## config.mk

```make
export PLATFORM = sky130hd
export DESIGN_NAME = snn_array
export DESIGN_NICKNAME = d
export VERILOG_FILES = /design/src/rtl/snn_pkg.sv /design/src/rtl/snn_slice.sv /design/src/rtl/snn_lowest_set.sv /design/src/rtl/snn_array.sv
export SDC_FILE = /design/constraint.sdc
export NUM_CORES = 2
export LEC_CHECK = 0
export BUFFER_PORTS_ARGS = -buffer_cell sky130_fd_sc_hd__buf_2
export CAP_MARGIN = 20
export CELL_PAD_IN_SITES_DETAIL_PLACEMENT = 2
export CELL_PAD_IN_SITES_GLOBAL_PLACEMENT = 2
export CORE_MARGIN = 5
export CORE_UTILIZATION = 38
export DETAILED_ROUTE_END_ITERATION = 10
export PLACE_DENSITY_LB_ADDON = 0.3
export SETUP_SLACK_MARGIN = 0.15
export SLEW_MARGIN = 20
export SYNTH_ARGS = -nofsm -noshare
export SYNTH_HDL_FRONTEND = slang
export SYNTH_SLANG_ARGS = --single-unit
```

## constraint.sdc

```tcl
create_clock -name clk -period 4.6 [get_ports clk]
set_input_delay 1.38 -clock clk [delete_from_list [all_inputs] [get_ports clk]]
set_output_delay 1.38 -clock clk [all_outputs]
set_load 0.1 [all_outputs]
```

## src/rtl/snn_pkg.sv

```systemverilog
package snn_pkg;

    typedef enum logic [2:0] {
        PH_IDLE,
        PH_LEAK,
        PH_FIRE,
        PH_PROP,
        PH_DONE
    } phase_e;

    typedef enum logic [2:0] {
        SOP_HOLD,
        SOP_LOAD,
        SOP_LEAK,
        SOP_FIRE,
        SOP_ADD
    } slice_op_e;

    function automatic int idx_w(input int n);
        return (n > 1) ? $clog2(n) : 1;
    endfunction

endpackage

```

## src/rtl/snn_slice.sv

```systemverilog
module snn_slice
    import snn_pkg::*;
#(
    parameter int N       = 8,
    parameter int PW      = 12,
    parameter int WW      = 10,
    parameter int IW      = 3,
    parameter int LEAK    = 2,
    parameter int THRESH  = 100,
    parameter int RESET_V = 0
) (
    input  logic                 clk,
    input  logic                 rst,
    input  slice_op_e            op,
    input  logic                 wt_we,
    input  logic [IW-1:0]        wt_src,
    input  logic signed [WW-1:0] wt_data,
    input  logic signed [PW-1:0] pot_data,
    input  logic [IW-1:0]        add_src,
    output logic signed [PW-1:0] pot,
    output logic                 fire
);

    localparam int MAXV = 2 ** (PW - 1) - 1;
    localparam int MINV = -(2 ** (PW - 1));

    logic signed [WW-1:0] wmem [N];

    function automatic logic signed [PW-1:0] clamp(input int v);
        int r;
        r = (v > MAXV) ? MAXV : ((v < MINV) ? MINV : v);
        return r[PW-1:0];
    endfunction

    assign fire = (int'(pot) >= THRESH);

    always_ff @(posedge clk) begin
        if (rst) begin
            for (int j = 0; j < N; j++) wmem[j] <= '0;
        end else if (wt_we) begin
            wmem[wt_src] <= wt_data;
        end
    end

    always_ff @(posedge clk) begin
        if (rst) begin
            pot <= '0;
        end else begin
            unique case (op)
                SOP_LOAD: pot <= pot_data;
                SOP_LEAK: pot <= clamp(int'(pot) - LEAK);
                SOP_FIRE: if (fire) pot <= clamp(RESET_V);
                SOP_ADD:  pot <= clamp(int'(pot) + int'(wmem[add_src]));
                default:  pot <= pot;
            endcase
        end
    end

endmodule

```

## src/rtl/snn_lowest_set.sv

```systemverilog
module snn_lowest_set #(
    parameter int N  = 8,
    parameter int IW = 3
) (
    input  logic [N-1:0]  vec,
    output logic [IW-1:0] idx,
    output logic          any
);

    always_comb begin
        idx = '0;
        for (int i = N - 1; i >= 0; i--) begin
            if (vec[i]) idx = IW'(i);
        end
    end

    assign any = |vec;

endmodule

```

## src/rtl/snn_array.sv

```systemverilog
module snn_array
    import snn_pkg::*;
#(
    parameter int N       = 8,
    parameter int PW      = 12,
    parameter int WW      = 10,
    parameter int LEAK    = 2,
    parameter int THRESH  = 100,
    parameter int RESET_V = 0,
    localparam int IW     = snn_pkg::idx_w(N)
) (
    input  logic              clk,
    input  logic              rst,
    input  logic              wt_we,
    input  logic [IW-1:0]     wt_dst,
    input  logic [IW-1:0]     wt_src,
    input  logic [WW-1:0]     wt_data,
    input  logic              pot_we,
    input  logic [IW-1:0]     pot_idx,
    input  logic [PW-1:0]     pot_data,
    input  logic              step,
    output logic              busy,
    output logic              done,
    output logic [N-1:0]      spikes,
    output logic              any_spike,
    output logic [N*PW-1:0]   potentials
);

    phase_e        phase;
    logic [N-1:0]  fire_vec;
    logic [N-1:0]  pend;
    logic [N-1:0]  clr_mask;
    logic [IW-1:0] src;
    logic          pend_any;
    logic          fire_any;
    logic          idle;

    assign idle     = (phase == PH_IDLE);
    assign fire_any = |fire_vec;

    snn_lowest_set #(.N(N), .IW(IW)) u_pick (
        .vec (pend),
        .idx (src),
        .any (pend_any)
    );

    always_comb begin
        clr_mask      = '0;
        clr_mask[src] = 1'b1;
    end

    for (genvar i = 0; i < N; i++) begin : g_slice
        slice_op_e            op_i;
        logic signed [PW-1:0] pot_i;

        always_comb begin
            unique case (phase)
                PH_IDLE: op_i = (pot_we && pot_idx == IW'(i)) ? SOP_LOAD : SOP_HOLD;
                PH_LEAK: op_i = SOP_LEAK;
                PH_FIRE: op_i = SOP_FIRE;
                PH_PROP: op_i = pend_any ? SOP_ADD : SOP_HOLD;
                default: op_i = SOP_HOLD;
            endcase
        end

        snn_slice #(
            .N(N), .PW(PW), .WW(WW), .IW(IW),
            .LEAK(LEAK), .THRESH(THRESH), .RESET_V(RESET_V)
        ) u_slice (
            .clk      (clk),
            .rst      (rst),
            .op       (op_i),
            .wt_we    (idle && wt_we && wt_dst == IW'(i)),
            .wt_src   (wt_src),
            .wt_data  (wt_data),
            .pot_data (pot_data),
            .add_src  (src),
            .pot      (pot_i),
            .fire     (fire_vec[i])
        );

        assign potentials[i*PW +: PW] = pot_i;
    end

    always_ff @(posedge clk) begin
        if (rst) begin
            phase     <= PH_IDLE;
            pend      <= '0;
            spikes    <= '0;
            any_spike <= 1'b0;
        end else begin
            unique case (phase)
                PH_IDLE: if (step) phase <= PH_LEAK;
                PH_LEAK: phase <= PH_FIRE;
                PH_FIRE: begin
                    spikes    <= fire_vec;
                    any_spike <= fire_any;
                    pend      <= fire_vec;
                    phase     <= fire_any ? PH_PROP : PH_DONE;
                end
                PH_PROP: begin
                    pend <= pend & ~clr_mask;
                    if ((pend & ~clr_mask) == '0) phase <= PH_DONE;
                end
                default: phase <= PH_IDLE;
            endcase
        end
    end

    assign busy = !idle;
    assign done = (phase == PH_DONE);

endmodule

```

# [Yosys cells after proc, flatten, opt, wreduce, memory -nomap -nowiden]
# Memories as Yosys holds them, arrays and structs flattened.
# Index checks and enable logic that the tools add are counted.
[totals] register_bits=116 latchBits=0 ramBits=640 romBits=0 input_bits=36 output_inout_bits=107 wordCells=321 memories=8
[memory_table] name="g_slice[0].u_slice.wmem" words=8 word_bits=10 read_ports=1 rd_ports_with_merged_regs=0 write_ports=8 line_no="snn_slice.sv:27" rtl="logic signed [WW-1:0] wmem [N];"
[memory_table] name="g_slice[1].u_slice.wmem" words=8 word_bits=10 read_ports=1 rd_ports_with_merged_regs=0 write_ports=8 line_no="snn_slice.sv:27"
[memory_table] name="g_slice[2].u_slice.wmem" words=8 word_bits=10 read_ports=1 rd_ports_with_merged_regs=0 write_ports=8 line_no="snn_slice.sv:27"
[memory_table] name="g_slice[3].u_slice.wmem" words=8 word_bits=10 read_ports=1 rd_ports_with_merged_regs=0 write_ports=8 line_no="snn_slice.sv:27"
[memory_table] name="g_slice[4].u_slice.wmem" words=8 word_bits=10 read_ports=1 rd_ports_with_merged_regs=0 write_ports=8 line_no="snn_slice.sv:27"
[memory_table] name="g_slice[5].u_slice.wmem" words=8 word_bits=10 read_ports=1 rd_ports_with_merged_regs=0 write_ports=8 line_no="snn_slice.sv:27"
[memory_table] name="+2 memories"
[op_classes] n_addsub=16 n_mul=0 div=0 order_cmp=42 eq_ne=60 shift=0 muxes=130 bitwise_logic=2 n_reduce_logical=51
[op_table] operator="12-bit two-way mux" n=40
[op_table] operator="12-bit one-hot mux with 4 select lines" n=8
[op_table] operator="13-bit by 12-bit > comparator with 1-bit output (second input constant)" n=16
[op_table] operator="13-bit by 12-bit less-than comparator with 1-bit output (second input constant)" n=16
[op_table] operator="3-bit one-hot mux with 4 select lines" n=9
[op_table] operator="12-bit by 10-bit adder with 13-bit output" n=8
[op_table] operator="12-bit by 3-bit subtractor with 13-bit output (second input constant)" n=8
[op_table] operator="12-bit by 8-bit greater-or-equal comparator with 1-bit output (second input constant)" n=8
[op_table] operator="10-bit two-way mux" n=8
[op_table] operator="10-bit OR reduction" n=8
[op_table] operator="3-bit by 2-bit equality test with 1-bit output (second input constant)" n=22
[op_table] operator="3-bit two-way mux" n=20
[op_table] operator="3-bit equality test (second input constant)" n=17
[op_table] operator="1-bit two-way mux" n=43
[op_table] operator="3-bit by 1-bit equality test with 1-bit output (second input constant)" n=11
[op_table] operator="4-bit nonzero test" n=8
[op_table] operator="1-bit logical AND" n=18
[op_table] operator="2-bit AND reduction" n=9
[op_table] operator="2-bit by 1-bit != test with 1-bit output (second input constant)" n=8
[op_table] operator="8-bit one-hot mux with 2 select lines" n=1
[op_table] operator="8-bit OR reduction" n=2
[op_table] operator="3-bit zero test" n=3
[op_table] operator="8-bit bitwise AND" n=1
[op_table] operator="8-bit zero test" n=1
[op_table] operator="7 further kinds" n=8

# [Longest topological paths before layout]
[logic_depth] depth_word=17 ltp_mapped=22 ltp_nobuf=18

# [Modules after synthesis]
# From an unflattened synthesis, not the netlist that was laid out.
[hier_totals] hier_cells=3805 area_unflattened_um2=43973.4
[by_module_without_submodules] module="snn_slice at g_slice[0].u_slice ..." instances=5 cells_each=458 area_each_um2=5340.1 seq_area_each_um2=2642.5
[by_module_without_submodules] module="snn_slice at g_slice[1].u_slice" instances=1 cells_each=457 area_each_um2=5439.0 seq_area_each_um2=2642.5
[by_module_without_submodules] module="snn_slice at g_slice[7].u_slice" instances=1 cells_each=456 area_each_um2=5377.7 seq_area_each_um2=2642.5
[by_module_without_submodules] module="snn_slice at g_slice[2].u_slice" instances=1 cells_each=439 area_each_um2=5270.1 seq_area_each_um2=2642.5
[by_module_without_submodules] module="snn_array" instances=1 cells_each=150 area_each_um2=1104.8 seq_area_each_um2=400.4
[by_module_without_submodules] module="snn_lowest_set" instances=1 cells_each=13 area_each_um2=81.3 seq_area_each_um2=0.0

# [Least setup slack after synthesis]
# No wires, ideal clock.
[synth_path] kind="flip-flop to flip-flop" startpoint="reg pend[4]" endpoint="reg g_slice[7].u_slice.pot[4]" setup_ns=0.086 arrival_time_ns=4.399 t_required_ns=4.514 slack_ns=0.116 path_stages_with_launch=21 n_path_buf=3 synth_period_minus_slack_ns=4.484 path_cell_list="dfxtp_1 > clkbuf_1 > a21o_1 > a21oi_1 > nand2b_1 > clkbuf_1 > clkbuf_1 > o221ai_1 > a31o_2 > a31oi_1 > ha_1 > inv_1 > fa_1 > nand3b_1 > a31oi_1 > o21a_1 > o21ai_0 > a221oi_1 > a31oi_1 > and2_1 > a211oi_1"
[synth_between] elab_chain_len=11 word_cells_on_any_way=22 cone_classes="add/sub (1); order compare (2); eq/ne (5); mux (10); reduce/logical (3); memory (1)"
[synth_lines] item="start: declaration" line_no="snn_array.sv:31" rtl="logic [N-1:0] pend;"
[synth_lines] item="start signal: assignment" line_no="snn_array.sv:98" rtl="pend <= fire_vec;"
[synth_lines] item="start signal: assignment" line_no="snn_array.sv:102" rtl="pend <= pend & ~clr_mask;"
[synth_lines] item="3-bit two-way mux (5 in a row)" line_no="snn_lowest_set.sv:13" rtl="if (vec[i]) idx = IW'(i);"
[synth_lines] item="memory read 8 x 10 bit"
[synth_lines] item="12-bit by 10-bit adder with 13-bit output" line_no="snn_slice.sv:53" rtl="SOP_ADD: pot <= clamp(int'(pot) + int'(wmem[add_src]));"
[synth_lines] item="13-bit by 12-bit less-than comparator with 1-bit output" line_no="snn_slice.sv:31" rtl="r = (v > MAXV) ? MAXV : ((v < MINV) ? MINV : v);"
[synth_lines] item="12-bit two-way mux (2 in a row)" line_no="snn_slice.sv:31"
[synth_lines] item="12-bit one-hot mux with 4 select lines" line_no="snn_slice.sv:49" rtl="unique case (op)"
[synth_lines] item="end signal: assignment" line_no="snn_slice.sv:50" rtl="SOP_LOAD: pot <= pot_data;"
[synth_lines] item="end signal: assignment" line_no="snn_slice.sv:51" rtl="SOP_LEAK: pot <= clamp(int'(pot) - LEAK);"
[synth_lines] item="end signal: assignment" line_no="snn_slice.sv:52" rtl="SOP_FIRE: if (fire) pot <= clamp(RESET_V);"
[synth_lines] item="end: declaration" line_no="snn_slice.sv:20" rtl="output logic signed [PW-1:0] pot,"
# Parallel ways exist; a longest one is shown, timed or not.
# A chain may end at the register's enable or synchronous reset.

# [Worst setup path after layout]
[layout_path] startpoint="reg pend[5]" endpoint="reg g_slice[6].u_slice.pot[5]"
[layout_between] elab_chain_len=12 word_cells_on_any_way=23 cone_classes="add/sub (1); order compare (2); eq/ne (5); mux (11); reduce/logical (3); memory (1)"
[layout_lines] item="3-bit two-way mux (6 in a row)" line_no="snn_lowest_set.sv:13"
[layout_lines] item="memory read 8 x 10 bit"
[layout_lines] item="12-bit by 10-bit adder with 13-bit output" line_no="snn_slice.sv:53"
[layout_lines] item="13-bit by 12-bit less-than comparator with 1-bit output" line_no="snn_slice.sv:31"
[layout_lines] item="12-bit two-way mux (2 in a row)" line_no="snn_slice.sv:31"
[layout_lines] item="12-bit one-hot mux with 4 select lines" line_no="snn_slice.sv:49"
[layout_lines] item="end signal: assignment" line_no="snn_slice.sv:50"
[layout_lines] item="end signal: assignment" line_no="snn_slice.sv:51"
[layout_lines] item="end signal: assignment" line_no="snn_slice.sv:52"
[layout_lines] item="end: declaration" line_no="snn_slice.sv:20"
# Parallel ways exist; a longest one is shown, timed or not.

==> impl_metrics.yaml <==
status:
  status: "finished with violations"
  violations: "setup timing"
placed_design:
  portBuffers: 142
  dp_cells: 5721
  dpl.hpwl_um: 118000
  place_area_um2: 46300
  gp_congestion: 0.853
global_route:
  grt.busiest_layer: "met2"
  antenna_found_initial: 10
  grt_pass1_vias: 39700
  grtUsageMet2_pct: 55.4
  track_usage_pct: 32.3
  grt_use_met3_pct: 5.13
  grt_overflow_total: 0
  grt_max_degree: 91
  grt_first_pass_wirelength_um: 282000
  use_met1_pct: 40.5
yosys:
  ys_warn_count: 0
  synthAdderAreaFrac_pct: 4.31
  synth-xor-area-share_pct: 2.61
  yosys-mux-area-fraction_pct: 0.707
  netlist_area_um2: 41600
  synth_edf_count: 640
  synth_top_family_by_area: "simple AND/OR/NAND/NOR gates"
  synth-simple-area-share_pct: 21.6
  async_reset_ff_share_pct: 0
  synthFlopType: "edfxtp_1"
  syn_inst: 4069
  synth_common_cells: "655 x and2_1, 640 x edfxtp_1, 439 x nand2_1"
  synth_cell_type_count: 87
  synth_top_area_share_pct: 46.2
  synth_area_leaders: "edfxtp_1 46%, and2_1 9.9%, dfxtp_1 5.6%, nand2_1 4.0%, ha_1 3.9%"
  yosysMostFrequentCell: "and2_1"
  synth_compound_area_share_pct: 15.5
  yosysTopAreaCell: "edfxtp_1"
  ys_ff_latch: 756
  synth_nets: 4241
  synth.avg_cell_area_um2: 10.2
  yosysSeqAreaShare_pct: 51.8
clock_tree:
  htreeDepth: 3
  clk_pin_slew_ps: 80
  cts_buffer_depth: 3
  ctsHoldBuffers: 0
  insertion_delay_ps: 710
  cts_tree: "built"
  numCtsBuffers: 86
  root_buffer: "clkbuf_16"
  cts.sinks: 756
cells_and_area:
  stdcell_area_um2: 52700
  area_growth_pct: 26.9
  multi_input_area_um2: 21000
  instances_no_fill: 5975
  drive_gt1_share_pct: 27.4
  fill_cells: 10900
  final_nets: 4655
  final-seq-area_um2: 21600
  utilization_pct: 48.5
critical_path:
  cp-start-kind: "flip-flop"
  critical_path_class: "flip-flop to flip-flop"
  crit_required_ps: 5120
  crit_arrival_ps: 5550
  worstPathMaxFanout: 8
  critical_path.endpoint_type: "flip-flop"
floorplan:
  ios: 143
  die_area_um2: 116000
  die_h_um: 341
  rows: 121
  die_x_um: 341
  core_area_um2: 109000
  start_util_pct: 38.3
timing:
  finalClockSkew_ps: 52.1
  setup_violations: 60
  fmax_mhz: 199
  slew_violations: 0
  worst_slack_ps: -428
  period_share_pct: 109
  hold_viol_final: 0
  max_slew.worst_pin.slew_ps: 1370
  rsz0062_at_grt: "yes"
  slew_headroom_pct: 8.67
  period_needed_ps: 5030
detailed_routing:
  drc: 0
  antenna_left: 0
  viasPerCell: 6.61
  num_vias: 39500
  routedWlPerCell_um: 37.8
  firstDrtPassIters: 8
  wirelength_um: 226000
  drt_iter0_markers: 4622
min_path:
  hold_class: "flip-flop to flip-flop"
run:
  drv_cap: 0
[layout make-up]
type                       count  area share, %
inverter                      71          0.505
clock buffer                 114           4.40
clock inverter                47           1.27
multi-input combinational   2926           39.8
antenna                        5         0.0237
tap                         1414           3.35
sequential                   756           40.9
timing repair buffer         642           9.78
[critical path, stage by stage, from the launching register on]
cell and delay [ps]:
dfxtp_2 340, inv_1 100, a21o_1 180, a21oi_4 110, o211ai_1 310, buf_4 200, buf_4 150, buf_12 180
buf_8 150, o221ai_4 120, a31o_4 230, a31oi_1 190, buf_4 190, ha_2 200, inv_1 80, fa_2 380
nand3b_1 230, a21oi_2 250, or3_4 190, nand2_2 80, nand3_2 90, o311a_1 200, buf_4 160, nand2_1 60
a311oi_1 460
[flip-flops by register name, indices dropped and copies added (netlist names)]
name and cells:
g_slice.u_slice.wmem 640, g_slice.u_slice.pot 96, pend 8, spikes 8
phase 3, any_spike 1
[worst paths after layout]
kind	startpoint	end	slack [ps]	cells past startpoint
hold / removal	spikes[4]$_SDFFE_PP0N_	spikes[4]$_SDFFE_PP0N_	460	2
hold reg to reg	spikes[4]$_SDFFE_PP0N_	spikes[4]$_SDFFE_PP0N_	460	2
setup / recovery	pend[5]$_SDFFE_PP0P_	g_slice[6].u_slice.pot[5]$_SDFFE_PP0P_	-430	24
setup reg to reg	pend[5]$_SDFFE_PP0P_	g_slice[6].u_slice.pot[5]$_SDFFE_PP0P_	-430	24
[placed cells by master (no fill, tap or decap), types with 52 or more instances in the layout]
master,netlist,final
and2_1,655,653
edfxtp_1,640,640
buf_4,1,434
nand2_1,439,428
nor2_1,294,284
buf_2,1,141
a21oi_1,174,139
dfxtp_1,116,109
clkbuf_16,0,98
ha_1,128,97
xnor2_1,78,77
o21ai_0,99,75
inv_1,71,69
o22a_1,69,69
or2_2,70,69
nor3_1,71,58
a31o_2,68,56
a31oi_1,89,52
[cells by family after synthesis]
| family | Yosys count |
|---|---|
| buffers and inverters | 388 |
| AND/OR/NAND/NOR | 1725 |
| adder cells (fa/ha/maj) | 139 |
| multiplexers | 29 |
| AO/OA/AOI/OAI | 908 |
| flip-flops | 756 |
| XOR/XNOR | 124 |
[per-stage QoR]
step	setup TNS [ps]	hold slack, ps	worst slack [ps]
after floorplan	0	458	187
after global placement	-262	447	-66.4
after detailed placement	-11280	457	-298
after CTS	0	465	114
after global routing	-14720	497	-437
final	-7630	463	-428
[per-layer routing]
layer | vias to the layer above | routed length [um]
li1 | 15600 | -
met1 | 20400 | 85000
met2 | 2698 | 106000
met3 | 869 | 19400
met4 | 6 | 15600
met5 | - | 34
[what timing repair did]
action	in CTS	in global routing
gates cloned	3	12
setup endpoints to repair	93	96
pin swaps	28	107
gates resized for setup	148	322
buffers inserted	22	50
hold endpoints to repair	0	0
Power is left out: the tool's default activity adds up to more than one toggle a clock period on the data nets, which glitch-free logic cannot reach.
